<file path="src/rtl/exc_vec_pkg.sv">
package exc_vec_pkg;

   localparam int KIND_W = 5;
   localparam int CODE_W = 5;

   typedef enum logic [KIND_W-1:0] {
      EK_INT    = 5'd0,
      EK_MOD    = 5'd1,
      EK_TLBL   = 5'd2,
      EK_TLBS   = 5'd3,
      EK_ADEL   = 5'd4,
      EK_ADES   = 5'd5,
      EK_IBE    = 5'd6,
      EK_DBE    = 5'd7,
      EK_SYS    = 5'd8,
      EK_BRK    = 5'd9,
      EK_RSVD   = 5'd10,
      EK_CPU    = 5'd11,
      EK_OVF    = 5'd12,
      EK_TRAP   = 5'd13,
      EK_FPE    = 5'd15,
      EK_NMI    = 5'd16,
      EK_SRST   = 5'd17,
      EK_RDINH  = 5'd19,
      EK_EXINH  = 5'd20,
      EK_CERR   = 5'd30
   } exc_kind_e;

   typedef enum logic [1:0] {
      EC_GENERAL = 2'd0,
      EC_ERRLVL  = 2'd1,
      EC_BAD     = 2'd2
   } exc_class_e;

   typedef struct packed {
      exc_class_e        cls;
      logic [CODE_W-1:0] code;
      logic              is_tlb;
      logic              is_irq;
      logic              is_cerr;
   } exc_dec_t;

endpackage

</file>
<file path="src/rtl/exc_kind_decode.sv">
module exc_kind_decode
   import exc_vec_pkg::*;
(
   input  logic [KIND_W-1:0] kind,
   output exc_dec_t          dec
);

   always_comb begin
      dec         = '0;
      dec.cls     = EC_GENERAL;
      dec.code    = CODE_W'(kind);
      case (kind)
         EK_INT:   dec.is_irq  = 1'b1;
         EK_TLBL,
         EK_TLBS:  dec.is_tlb  = 1'b1;
         EK_CERR:  dec.is_cerr = 1'b1;
         EK_MOD, EK_ADEL, EK_ADES, EK_IBE, EK_DBE, EK_SYS, EK_BRK,
         EK_RSVD, EK_CPU, EK_OVF, EK_TRAP, EK_FPE, EK_RDINH,
         EK_EXINH: ;
         EK_NMI,
         EK_SRST: begin
            dec.cls  = EC_ERRLVL;
            dec.code = '0;
         end
         default: begin
            dec.cls  = EC_BAD;
            dec.code = '0;
         end
      endcase
   end

endmodule

</file>
<file path="src/rtl/exc_irq_select.sv">
module exc_irq_select #(
   parameter int IRQ_N = 8,
   localparam int IDX_W = $clog2(IRQ_N)
) (
   input  logic [IRQ_N-1:0] pending,
   input  logic [IRQ_N-1:0] enable,
   output logic [IDX_W-1:0] idx
);

   logic [IRQ_N-1:0] act;
   logic [IRQ_N-1:0] top;

   assign act = pending & enable;

   // One-hot marker of the highest active line.
   for (genvar gi = 0; gi < IRQ_N; gi++) begin : g_top
      if (gi == IRQ_N - 1) begin : g_msb
         assign top[gi] = act[gi];
      end else begin : g_low
         assign top[gi] = act[gi] & ~(|act[IRQ_N-1:gi+1]);
      end
   end

   always_comb begin
      idx = '0;
      for (int i = 0; i < IRQ_N; i++) begin
         if (top[i]) idx = idx | IDX_W'(i);
      end
   end

endmodule

</file>
<file path="src/rtl/exc_vec_offset.sv">
module exc_vec_offset
   import exc_vec_pkg::*;
#(
   parameter int ADDR_W      = 32,
   parameter int IRQ_N       = 8,
   parameter int SPACE_W     = 5,
   parameter int SPACE_SHIFT = 5,
   parameter logic [ADDR_W-1:0] OFF_DEFAULT  = 'h180,
   parameter logic [ADDR_W-1:0] OFF_REFILL   = 'h000,
   parameter logic [ADDR_W-1:0] OFF_IRQ      = 'h200,
   parameter logic [ADDR_W-1:0] OFF_CERR_BOOT = 'h100,
   parameter logic [ADDR_W-1:0] OFF_CERR_RUN  = 'h2000_0100
) (
   input  exc_dec_t           dec,
   input  logic               refill,
   input  logic               exl,
   input  logic               bev,
   input  logic               iv,
   input  logic [SPACE_W-1:0] spacing,
   input  logic [IRQ_N-1:0]   pending,
   input  logic [IRQ_N-1:0]   enable,
   output logic [ADDR_W-1:0]  offset
);

   localparam int IDX_W = $clog2(IRQ_N);

   logic [IDX_W-1:0]  vec_idx;
   logic [ADDR_W-1:0] step;
   logic [ADDR_W-1:0] irq_off;

   exc_irq_select #(.IRQ_N(IRQ_N)) u_sel (
      .pending (pending),
      .enable  (enable),
      .idx     (vec_idx)
   );

   assign step    = ADDR_W'(spacing) << SPACE_SHIFT;
   assign irq_off = OFF_IRQ + ADDR_W'(vec_idx) * step;

   always_comb begin
      offset = OFF_DEFAULT;
      if (dec.is_cerr) begin
         offset = bev ? OFF_CERR_BOOT : OFF_CERR_RUN;
      end else if (dec.is_tlb && refill && !exl) begin
         offset = OFF_REFILL;
      end else if (dec.is_irq && iv) begin
         if (bev || (spacing == '0)) offset = OFF_IRQ;
         else                        offset = irq_off;
      end
   end

endmodule

</file>
<file path="src/rtl/exc_ret_pc.sv">
module exc_ret_pc #(
   parameter int ADDR_W     = 32,
   parameter int SLOT_BYTES = 4
) (
   input  logic [ADDR_W-1:0] pc,
   input  logic              in_delay,
   output logic [ADDR_W-1:0] ret_pc
);

   localparam logic [ADDR_W-1:0] SLOT = ADDR_W'(SLOT_BYTES);

   assign ret_pc = in_delay ? (pc - SLOT) : pc;

endmodule

</file>
<file path="src/rtl/exc_vec_ctrl.sv">
module exc_vec_ctrl
   import exc_vec_pkg::*;
#(
   parameter int ADDR_W     = 32,
   parameter int IRQ_N      = 8,
   parameter int SPACE_W    = 5,
   parameter int CAUSE_W    = 32,
   parameter int CODE_LSB   = 2,
   parameter int BD_BIT     = 31,
   parameter int BASE_ALIGN = 10,
   parameter int SLOT_BYTES = 4,
   parameter logic [ADDR_W-1:0] BOOT_BASE = 'hBFC0_0200,
   parameter logic [ADDR_W-1:0] RESET_VEC = 'hBFC0_0000
) (
   input  logic               clk,
   input  logic               rst_n,
   input  logic               exc_valid,
   input  logic [KIND_W-1:0]  exc_kind,
   input  logic               exc_refill,
   input  logic [ADDR_W-1:0]  cur_pc,
   input  logic               in_delay,
   input  logic               st_exl,
   input  logic               st_bev,
   input  logic [IRQ_N-1:0]   st_im,
   input  logic [IRQ_N-1:0]   cause_ip,
   input  logic               cause_iv,
   input  logic [SPACE_W-1:0] vec_spacing,
   input  logic [ADDR_W-1:0]  exc_base,
   input  logic [CAUSE_W-1:0] cause_in,
   output logic               take,
   output logic               type_err,
   output logic [ADDR_W-1:0]  new_pc,
   output logic               epc_we,
   output logic [ADDR_W-1:0]  epc,
   output logic               err_epc_we,
   output logic [ADDR_W-1:0]  err_epc,
   output logic               cause_we,
   output logic [CAUSE_W-1:0] cause_out,
   output logic               exl_set,
   output logic               erl_set,
   output logic               bev_set
);

   if (ADDR_W < 32) begin : g_chk_addr
      $error("exc_vec_ctrl: ADDR_W must be at least 32");
   end
   if (IRQ_N < 2) begin : g_chk_irq
      $error("exc_vec_ctrl: IRQ_N must be at least 2");
   end
   if (CODE_LSB + CODE_W > CAUSE_W || BD_BIT >= CAUSE_W) begin : g_chk_cause
      $error("exc_vec_ctrl: cause field positions exceed CAUSE_W");
   end
   if (BD_BIT >= CODE_LSB && BD_BIT < CODE_LSB + CODE_W) begin : g_chk_overlap
      $error("exc_vec_ctrl: delay bit overlaps the code field");
   end
   if (BASE_ALIGN < 1 || BASE_ALIGN >= ADDR_W) begin : g_chk_align
      $error("exc_vec_ctrl: BASE_ALIGN out of range");
   end

   exc_dec_t          dec;
   logic [ADDR_W-1:0] offset;
   logic [ADDR_W-1:0] ret_pc;
   logic [ADDR_W-1:0] base;
   logic [ADDR_W-1:0] vec_pc;
   logic [CAUSE_W-1:0] cause_nx;

   exc_kind_decode u_dec (
      .kind (exc_kind),
      .dec  (dec)
   );

   exc_vec_offset #(
      .ADDR_W  (ADDR_W),
      .IRQ_N   (IRQ_N),
      .SPACE_W (SPACE_W)
   ) u_off (
      .dec     (dec),
      .refill  (exc_refill),
      .exl     (st_exl),
      .bev     (st_bev),
      .iv      (cause_iv),
      .spacing (vec_spacing),
      .pending (cause_ip),
      .enable  (st_im),
      .offset  (offset)
   );

   exc_ret_pc #(
      .ADDR_W     (ADDR_W),
      .SLOT_BYTES (SLOT_BYTES)
   ) u_ret (
      .pc       (cur_pc),
      .in_delay (in_delay),
      .ret_pc   (ret_pc)
   );

   assign base   = st_bev ? BOOT_BASE
                          : {exc_base[ADDR_W-1:BASE_ALIGN], {BASE_ALIGN{1'b0}}};
   assign vec_pc = base + offset;

   always_comb begin
      cause_nx = cause_in;
      cause_nx[CODE_LSB +: CODE_W] = dec.code;
      if (!st_exl) cause_nx[BD_BIT] = in_delay;
   end

   always_ff @(posedge clk) begin
      if (!rst_n) begin
         take       <= 1'b0;
         type_err   <= 1'b0;
         new_pc     <= '0;
         epc_we     <= 1'b0;
         epc        <= '0;
         err_epc_we <= 1'b0;
         err_epc    <= '0;
         cause_we   <= 1'b0;
         cause_out  <= '0;
         exl_set    <= 1'b0;
         erl_set    <= 1'b0;
         bev_set    <= 1'b0;
      end else begin
         take       <= 1'b0;
         type_err   <= 1'b0;
         epc_we     <= 1'b0;
         err_epc_we <= 1'b0;
         cause_we   <= 1'b0;
         exl_set    <= 1'b0;
         erl_set    <= 1'b0;
         bev_set    <= 1'b0;
         if (exc_valid) begin
            case (dec.cls)
               EC_GENERAL: begin
                  take      <= 1'b1;
                  new_pc    <= vec_pc;
                  cause_we  <= 1'b1;
                  cause_out <= cause_nx;
                  if (!st_exl) begin
                     epc_we  <= 1'b1;
                     epc     <= ret_pc;
                     exl_set <= 1'b1;
                  end
               end
               EC_ERRLVL: begin
                  take       <= 1'b1;
                  new_pc     <= RESET_VEC;
                  err_epc_we <= 1'b1;
                  err_epc    <= ret_pc;
                  erl_set    <= 1'b1;
                  bev_set    <= 1'b1;
               end
               default: type_err <= 1'b1;
            endcase
         end
      end
   end

endmodule

</file>
<file path="config.mk">
export PLATFORM = sky130hd
export DESIGN_NAME = exc_vec_ctrl
export DESIGN_NICKNAME = d
export VERILOG_FILES = /design/src/rtl/exc_vec_pkg.sv /design/src/rtl/exc_kind_decode.sv /design/src/rtl/exc_irq_select.sv /design/src/rtl/exc_vec_offset.sv /design/src/rtl/exc_ret_pc.sv /design/src/rtl/exc_vec_ctrl.sv
export SDC_FILE = /design/constraint.sdc
export NUM_CORES = 1
export LEC_CHECK = 0
export BUFFER_PORTS_ARGS = -buffer_cell sky130_fd_sc_hd__buf_2
export CAP_MARGIN = 10
export CORE_UTILIZATION = 48
export DETAILED_ROUTE_END_ITERATION = 10
export PLACE_DENSITY = 0.88
export SLEW_MARGIN = 5
export SYNTH_ARGS = -nofsm -noshare
export SYNTH_HDL_FRONTEND = slang
export SYNTH_SLANG_ARGS = --single-unit
export TNS_END_PERCENT = 20
</file>
<file path="constraint.sdc">
create_clock -name clk -period 6.9 [get_ports clk]
set_input_delay 1.38 -clock clk [delete_from_list [all_inputs] [get_ports clk]]
set_output_delay 1.38 -clock clk [all_outputs]
set_load 0.005 [all_outputs]
</file>
==> impl_metrics.ini, run 1 <==
[timing]
max_freq_ghz = 0.174
fin_crit_sh_pct = 83.3
finalMaxSlewViolations = 0
relSlewSlack_pct = 26.2
hold_viol_final = 0
rsz0062_at_grt = no
tns_ns = 0
finalSetupViolations = 0
worstMarginPinSlew_ns = 1.11
clock_skew_ns = 0
fin_hold_ws_ns = 0.451
period_needed_ns = 5.75

[min_path]
min_from = cause_out[8]$_SDFFE_PN0P_
hold_class = reg -> reg
min_to = cause_out[8]$_SDFFE_PN0P_
min_delay_path_depth = 2

[detailed_routing]
vias = 5945
wl_per_cell_um = 14.5
wl_met2_um = 7770
met3_length_um = 1200
wl_met1_um = 6930
ant_nets = 0
drt-initial-drc-count = 381
vias_per_cell = 5.28
dr.pass1.iters = 5
maxUsedRoutingLayer = met4
drc = 0
drt-total-wl_um = 16400

[worst_setup_path]
slowest_stage = o21ai_0
crit_required_ns = 7.18
crit_type = in -> reg
crit_path_max_incr_delay_ns = 0.52
path_cells = buf_2 > a22oi_1 > nand2_1 > o21ai_0 > nand2_1 > fa_1 > inv_1 > ha_1 > inv_1 > fa_1 > nor2b_1 > o21a_1 > or3_1 > and2_1 > xnor2_1 > nor2_1 > ha_1 > nand2b_1 > a21oi_1 > o21ai_0 > o21ai_0 > xnor2_1 > a21oi_1
ff2ff_setup_slack_ns = 6.15
crit_family = compound AO/OA/AOI/OAI gates
r2r_start = new_pc[23]$_SDFFE_PN0P_
arrival_ns = 6.03
crit_path_start_kind = input pin
worst_path_most_repeated_cell = o21ai_0
timing.rr.end = new_pc[23]$_SDFFE_PN0P_
cp-startpoint = cause_ip[7]
cp-end-kind = register
cp_num_buf_inv = 3
crit_fanout = 6
ff2ff_path_depth = 2

[logic_synthesis]
synth_top_area_share_pct = 42.5
synth_seq_cells = 128
ys.flop_type = dfxtp_1
async_flop_share_pct = 0
syn_inst = 722
synthTopCellsByCount = 128 x dfxtp_1, 107 x nand2_1, 82 x a21oi_1
seq_area_frac_synth_pct = 42.5
yosys.area.top_type = dfxtp_1
synth_most_common_cell = dfxtp_1
synth.distinct_cells = 56
syn-cell-area_um2 = 6020
synth.avg_cell_area_um2 = 8.34
synth.top_cells.by_area = dfxtp_1 43%, a21oi_1 6.8%, nand2_1 6.7%, xnor2_1 5.4%, nor2_1 4.4%
synth-edff-count = 0
yosysWarnings = 0

[die]
fp.coreArea_um2 = 12100
initial_utilization_pct = 49.7
die_h_um = 114
num_rows = 40
die_area_um2 = 13000
dieWidth_um = 114
ioPinCount = 266

[clock_tree]
numCtsBuffers = 17
clockBufferDepth = 2
cts_tree = built
hold_buffers = 0
cts.sinks = 128
clk_latency_ns = 0.41
clk_pin_slew_ns = 0.06
htree_levels = 4
root_buffer = clkbuf_16
cts_resized = 0
post_cts.repair.setup_buffers = 0

[power_and_ir_drop]
power_w = 0.00193
irDropWorstVdd_mv = 0.143
powerDensity_nw_per_um2 = 245
p_leak_nw = 3.55

[global_route]
grt_pass1_vias = 5523
grt_pass1_wl_um = 26300
grt.overflow.total = 0
grt_max_degree = 74
grt_util_all_layers_pct = 25.6
antenna_found_initial = 0

[final_layout]
drive_above_1_share_pct = 30.8
design_area_um2 = 7890
fin_nets = 1095
areaGrowthSynthToFinish_pct = 31.1
diodes = 0
fin_cells = 1126

[placement]
dpl_cell_area_um2 = 7310
hpwl_um = 11800
port_buffers = 243
dpl.cell_count = 1094
gp_congestion = 0.899

[flow_run]
maxCapViolCount = 0

[run_status]
outcome = finished clean
-- worst max-delay path by stage --
stage | to | slack (ns) | depth (start not counted)
final | new_pc[31]$_SDFFE_PN0P_ | 1.15 | 23
after global routing | new_pc[31]$_SDFFE_PN0P_ | 0.71 | 23
after CTS | new_pc[31]$_SDFFE_PN0P_ | 1.18 | 23
after detailed placement | new_pc[31]$_SDFFE_PN0P_ | 0.78 | 23
after global placement | new_pc[31]$_SDFFE_PN0P_ | 0.81 | 23
after floorplan | new_pc[31]$_SDFFE_PN0P_ | 1.41 | 19
-- metrics by stage --
step,util (%),setup WS [ns]
floorplan,-,1.41
global placement,60.4,0.810
detailed placement,60.4,0.784
CTS,65.2,1.18
global route,65.2,0.707
finish,65.2,1.15
-- registers in the layout, summed over array words and instances, names as in the netlist --
| signal | count |
|---|---|
| bev_set | 1 |
| cause_out | 32 |
| type_err | 1 |
| exl_set | 1 |
| epc | 32 |
| cause_we | 1 |
| take | 1 |
| err_epc | 32 |
| new_pc | 27 |
-- routing by layer --
layer	global-route usage, %	vias to the layer above
li1	-	2958
met1	30.9	2700
met5	0	-
met2	42.1	248
met4	13.2	0
met3	6.43	39
-- cells in the final DEF, fill, tap and decap left out, types with 12 or more instances in the layout --
cell type / instances
nor2_1: 70
o21ai_0: 43
buf_2: 243
nor3_1: 12
xnor2_1: 37
a21oi_1: 82
clkbuf_16: 17
a211oi_1: 31
inv_1: 13
nand2_1: 107
dfxtp_1: 128
ha_1: 15
xor2_1: 13
-- worst register-to-register path, cell delays in order, from the launching register on --
cell and delay, ns:
dfxtp_1 0.32, o31ai_1 0.24, a21oi_1 0.06
-- logic make-up after synthesis --
family	count (synthesis)	synth area share, %
AOI/OAI and AO/OA	196	20.0
xor gates and xnor gates	50	7.27
adders and majority gates	20	4.78
buffers and inverters	63	4.42
DFF	128	42.5
muxes	4	0.665
other	1	0.0623
and+or+nand+nor	260	20.3
-- area by class of cell --
cell class / instances / area, um^2
clock inverter: 13 / 128
tap: 168 / 210
timing repair buffer: 249 / 1260
clock buffer: 19 / 453
fill: 1011 / 4220
sequential: 128 / 2560
inverter: 14 / 52.6
multi-input combinational: 535 / 3230
-- where the power goes --
| group | internal [W] | total, W | switching (W) |
|---|---|---|---|
| Clock | 0.000521 | 0.000871 | 0.000350 |
| Combinational | 0.000117 | 0.000270 | 0.000152 |
| Sequential | 0.000777 | 0.000794 | 0.0000170 |
| Total | 0.00141 | 0.00193 | 0.000519 |
No activity file was read; power rests on OpenSTA's default activity.
==> run 2, diff against run 1 <==
Settings changed: CORE_UTILIZATION 48 to 43, PLACE_DENSITY 0.88 to 0.84.
Clock period 6.9 ns to 4.62 ns, I/O delays scaled along.
==> impl_metrics.ini, run 2 (same netlist as run 1, synthesis figures left out) <==
[final_layout]
final_common_cell = buf_2
drive_above_1_share_pct = 34.3
final_cell_mix = 239 x buf_2, 128 x dfxtp_1, 105 x nand2_1
top_regs = cause_out: 32 flops, epc: 32 flops, err_epc: 32 flops
areaGrowthSynthToFinish_pct = 35.5
diodes = 0
fin_nets = 1110

[clock_tree]
root_buffer = clkbuf_16
clockBufferDepth = 2
cts.sinks = 128
cts_tree = built
htree_levels = 4
numCtsBuffers = 17
clk_pin_slew_ns = 0.05
clk_latency_ns = 0.41
hold_buffers = 0

[timing]
fin_crit_sh_pct = 99.1
relSlewSlack_pct = 26.6
clock_skew_ns = 0
hold_viol_final = 0
max_freq_ghz = 0.218
worstMarginPinSlew_ns = 1.10
rsz0062_at_grt = yes
setup_ws_ns = 0.0397
tns_ns = 0
finalSetupViolations = 0
period_needed_ns = 4.58
fin_hold_ws_ns = 0.450
finalMaxSlewViolations = 0

[die]
initial_utilization_pct = 44.8
num_rows = 42
fp.coreArea_um2 = 13500
dieWidth_um = 120
die_area_um2 = 14500
ioPinCount = 266
die_h_um = 120

[global_route]
grt_pass1_wl_um = 26600
grt.overflow.total = 0
grt_max_degree = 74
antenna_found_initial = 0
grt_util_all_layers_pct = 23.1
grt_pass1_vias = 5570

[power_and_ir_drop]
irDropWorstVdd_mv = 0.203
p_leak_nw = 3.66
power_w = 0.00291
powerDensity_nw_per_um2 = 356

[placement]
port_buffers = 243
dp_slack_ns = -0.446
gp_congestion = 0.875
hpwl_um = 12200

[min_path]
hold_class = reg -> reg
min_delay_path_depth = 2

[detailed_routing]
vias_per_cell = 5.26
dr.pass1.iters = 5
drt-total-wl_um = 17100
vias = 6033
drc = 0
drt-initial-drc-count = 315
wl_per_cell_um = 14.9
ant_nets = 0

[worst_setup_path]
endpoint = new_pc[24]$_SDFFE_PN0P_
crit_fanout = 5
ff2ff_setup_slack_ns = 3.88
timing.rr.end = new_pc[23]$_SDFFE_PN0P_
r2r_start = new_pc[23]$_SDFFE_PN0P_
ff2ff_path_depth = 2
cp-end-kind = register
crit_required_ns = 4.91
crit_path_start_kind = input pin
crit_type = in -> reg
arrival_ns = 4.87
cp-startpoint = st_im[7]

[flow_run]
maxCapViolCount = 0

[run_status]
outcome = finished clean
## run 2: cell count changes in the layout (fill, tap and decap cells not counted), moves of 3 or more
cell / previous run / this run
buf_6: 0 / 3
clkinv_2: 1 / 5
buf_2: 243 / 239
ha_1: 15 / 12
inv_6: 5 / 0
o21ai_1: 0 / 3
o21ai_0: 43 / 37
buf_4: 6 / 21
## run 2: metrics by stage
stage               area, um^2  util, %  std cells
floorplan                 6090        -        726
global placement          7480     55.6       1116
detailed placement        7480     55.6       1116
CTS                       8050     59.8       1145
global route              8160     60.7       1146
finish                    8160     60.7       1146
## run 2: worst min-delay path by stage
stage	from	slack, ns	to
floorplan	cause_out[0]$_SDFFE_PN0P_	0.45	cause_out[0]$_SDFFE_PN0P_
global placement	cause_out[3]$_SDFFE_PN0P_	0.44	cause_out[3]$_SDFFE_PN0P_
detailed placement	new_pc[21]$_SDFFE_PN0P_	0.44	new_pc[21]$_SDFFE_PN0P_
CTS	cause_out[25]$_SDFFE_PN0P_	0.45	cause_out[25]$_SDFFE_PN0P_
global route	cause_out[25]$_SDFFE_PN0P_	0.46	cause_out[25]$_SDFFE_PN0P_
finish	cause_out[28]$_SDFFE_PN0P_	0.45	cause_out[28]$_SDFFE_PN0P_
## run 2: critical path, stage by stage
cell and delay (ns):
buf_8 0.10, a22oi_2 0.20, nand2_2 0.10, o21ai_4 0.22, nand2_2 0.07, fa_1 0.48
inv_1 0.04, ha_2 0.19, inv_2 0.05, fa_2 0.20, nor2b_1 0.05, o21a_1 0.18
or3_4 0.33, and2_4 0.18, xnor2_2 0.11, nor2_1 0.06, ha_2 0.34, o21ai_1 0.06
o21a_2 0.23, nor3b_4 0.29, nand2_1 0.11, xnor2_1 0.13, o221a_2 0.22
## run 2: cell type report
class	count	area [um^2]
tap	176	220
timing repair buffer	264	1400
clock buffer	18	439
inverter	14	52.6
fill	1174	5290
sequential	128	2560
clock inverter	11	119
multi-input combinational	535	3370
## run 2: where the power goes
group | internal [W] | total (W) | switching [W]
registers | 0.00116 | 0.00119 | 0.0000261
clock network | 0.000795 | 0.00128 | 0.000481
logic | 0.000201 | 0.000443 | 0.000242
## run 2: per-layer routing
metal | GRT usage, % | part of all wire (%) | routed length, um
met1 | 28.7 | 43 | 7420
met2 | 38.3 | 48 | 8190
met3 | 4.95 | 5.8 | 989
met4 | 10.6 | 2.9 | 502
met5 | 0 | 0 | 0
## run 2: what timing repair did
action	CTS	global route
pin swaps	1	9
setup buffers	0	1
gates resized for setup	2	23
gates cloned	0	0
endpoints found under the setup margin	3	18
==> run 3, diff against run 2 <==
Settings changed: PLACE_DENSITY 0.84 to 0.88, SETUP_SLACK_MARGIN set to 0.05.
==> impl_metrics.ini, run 3 (same netlist as run 1, synthesis figures left out) <==
[die]
ioPinCount = 266
die_h_um = 120
initial_utilization_pct = 44.8
die_area_um2 = 14500
dieWidth_um = 120
num_rows = 42
fp.coreArea_um2 = 13500

[timing]
period_needed_ns = 4.55
worstMarginPinSlew_ns = 1.08
relSlewSlack_pct = 28.1
rsz0062_at_grt = yes
setup_ws_ns = 0.0707
fin_crit_sh_pct = 98.5
finalMaxSlewViolations = 0
clock_skew_ns = 0
tns_ns = 0
max_freq_ghz = 0.220
hold_viol_final = 0
finalSetupViolations = 0

[clock_tree]
clockBufferDepth = 2
htree_levels = 4
cts_tree = built
cts.sinks = 128
root_buffer = clkbuf_16
numCtsBuffers = 17
clk_latency_ns = 0.40
clk_pin_slew_ns = 0.06

[worst_setup_path]
crit_fanout = 5
ff2ff_path_depth = 2
worst_path_most_repeated_cell = nand2_2
arrival_ns = 4.85
crit_required_ns = 4.92
timing.rr.end = new_pc[23]$_SDFFE_PN0P_
path_cells = buf_6 > a22oi_2 > nand2_2 > o21ai_4 > nand2_2 > fa_1 > inv_1 > ha_2 > inv_2 > fa_2 > nor2b_1 > o21a_1 > or3_4 > and2_4 > xnor2_2 > nor2_1 > ha_1 > o21ai_1 > o21a_2 > nor3b_4 > nand2_2 > xnor2_2 > o221a_2
crit_type = in -> reg
crit_path_max_incr_delay_ns = 0.48
cp-end-kind = register
slowest_stage = fa_1
ff2ff_setup_slack_ns = 3.86
crit_path_start_kind = input pin
r2r_start = new_pc[23]$_SDFFE_PN0P_

[power_and_ir_drop]
p_leak_nw = 3.68
sw_frac_of_total_pct = 27.2
p_int_w = 0.00211
seqPwrFrac_pct = 41.0
power_frac_clock_pct = 43.7
pwr-share-comb_pct = 15.3
powerDensity_nw_per_um2 = 355
irDropWorstVdd_mv = 0.216
power.switching_w = 0.000787

[final_layout]
fillCellCount = 1150
diodes = 0
final_cell_mix = 241 x buf_2, 128 x dfxtp_1, 104 x nand2_1
final_common_cell = buf_2
fin_nets = 1110
final_util_pct = 60.5
drive_above_1_share_pct = 34.4
top_regs = cause_out: 32 flops, epc: 32 flops, err_epc: 32 flops
regArea_um2 = 2560
areaGrowthSynthToFinish_pct = 35.2
multi_input_area_um2 = 3360

[detailed_routing]
drt-total-wl_um = 17200
drc = 0
vias_per_cell = 5.28
wl_per_cell_um = 15.0
drt-initial-drc-count = 384
dr.pass1.iters = 5
vias = 6070
ant_nets = 0

[min_path]
min_from = cause_out[23]$_SDFFE_PN0P_
hold_class = reg -> reg
min_to = cause_out[23]$_SDFFE_PN0P_
min_delay_path_depth = 2

[run_status]
outcome = finished clean

[placement]
hpwl_um = 12400
port_buffers = 243
gp_congestion = 0.884
dp_slack_ns = -0.428

[global_route]
antenna_found_initial = 0
grt_pass1_vias = 5745
grt_max_degree = 74
grt_pass1_wl_um = 27400
grt_util_all_layers_pct = 23.7
grt.overflow.total = 0

[flow_run]
maxCapViolCount = 0
## run 3: final cells by class
class	instances	share of cell area, %
inverter	14	0.645
clock buffer	17	5.22
multi-input combinational	535	41.3
clock inverter	15	1.69
tap	176	2.70
sequential	128	31.5
timing repair buffer	264	17.0
## run 3: how the worst max path moves through the flow
| stage | start | end | depth (start not counted) |
|---|---|---|---|
| after global placement | cause_ip[5] | new_pc[31]$_SDFFE_PN0P_ | 20 |
| after CTS | cause_ip[5] | new_pc[26]$_SDFFE_PN0P_ | 21 |
| final | cause_ip[7] | new_pc[24]$_SDFFE_PN0P_ | 23 |
| after detailed placement | cause_ip[5] | new_pc[31]$_SDFFE_PN0P_ | 23 |
| after global routing | cause_ip[5] | new_pc[28]$_SDFFE_PN0P_ | 24 |
| after floorplan | cause_ip[5] | new_pc[24]$_SDFFE_PN0P_ | 20 |
## run 3: metal layers
| metal | track usage (%) | vias up | share of wire [%] |
|---|---|---|---|
| met4 | 11.5 | 0 | 3.6 |
| met3 | 4.20 | 42 | 4.6 |
| met5 | 0 | - | 0 |
| met2 | 40.0 | 225 | 49 |
| li1 | - | 2986 | - |
| met1 | 29.1 | 2817 | 43 |
## run 3: timing repair
item,CTS,global route
endpoints found under the setup margin,8,17
hold buffers,0,0
pin swaps,2,6
setup buffers,0,1
resized for setup,4,16
## run 3: power groups by stage
stage / clock (W) / combinational, W / sequential, W
after global placement: 0 / 0.000410 / 0.00121
after global routing: 0.00134 / 0.000492 / 0.00119
final: 0.00126 / 0.000443 / 0.00119
after floorplan: 0 / 0.000231 / 0.00121
after CTS: 0.00129 / 0.000435 / 0.00119
after detailed placement: 0 / 0.000423 / 0.00121
## run 3: critical path, delay by kind of cell
kind	cells	cell delay, ns
xor+xnor	2	0.27
buf+inv	3	0.18
simple gates	8	1.14
compound gates	6	1.12
fa+ha+maj	4	1.19
## run 3: per-stage QoR
step	cells	total power (W)	area (um^2)	hold WS (ns)
finish	1149	0.00289	8140	0.450
detailed placement	1116	0.00163	7480	0.445
global placement	1116	0.00162	7480	0.439
floorplan	726	0.00145	6090	0.453
CTS	1148	0.00291	8070	0.453
global route	1149	0.00302	8140	0.468
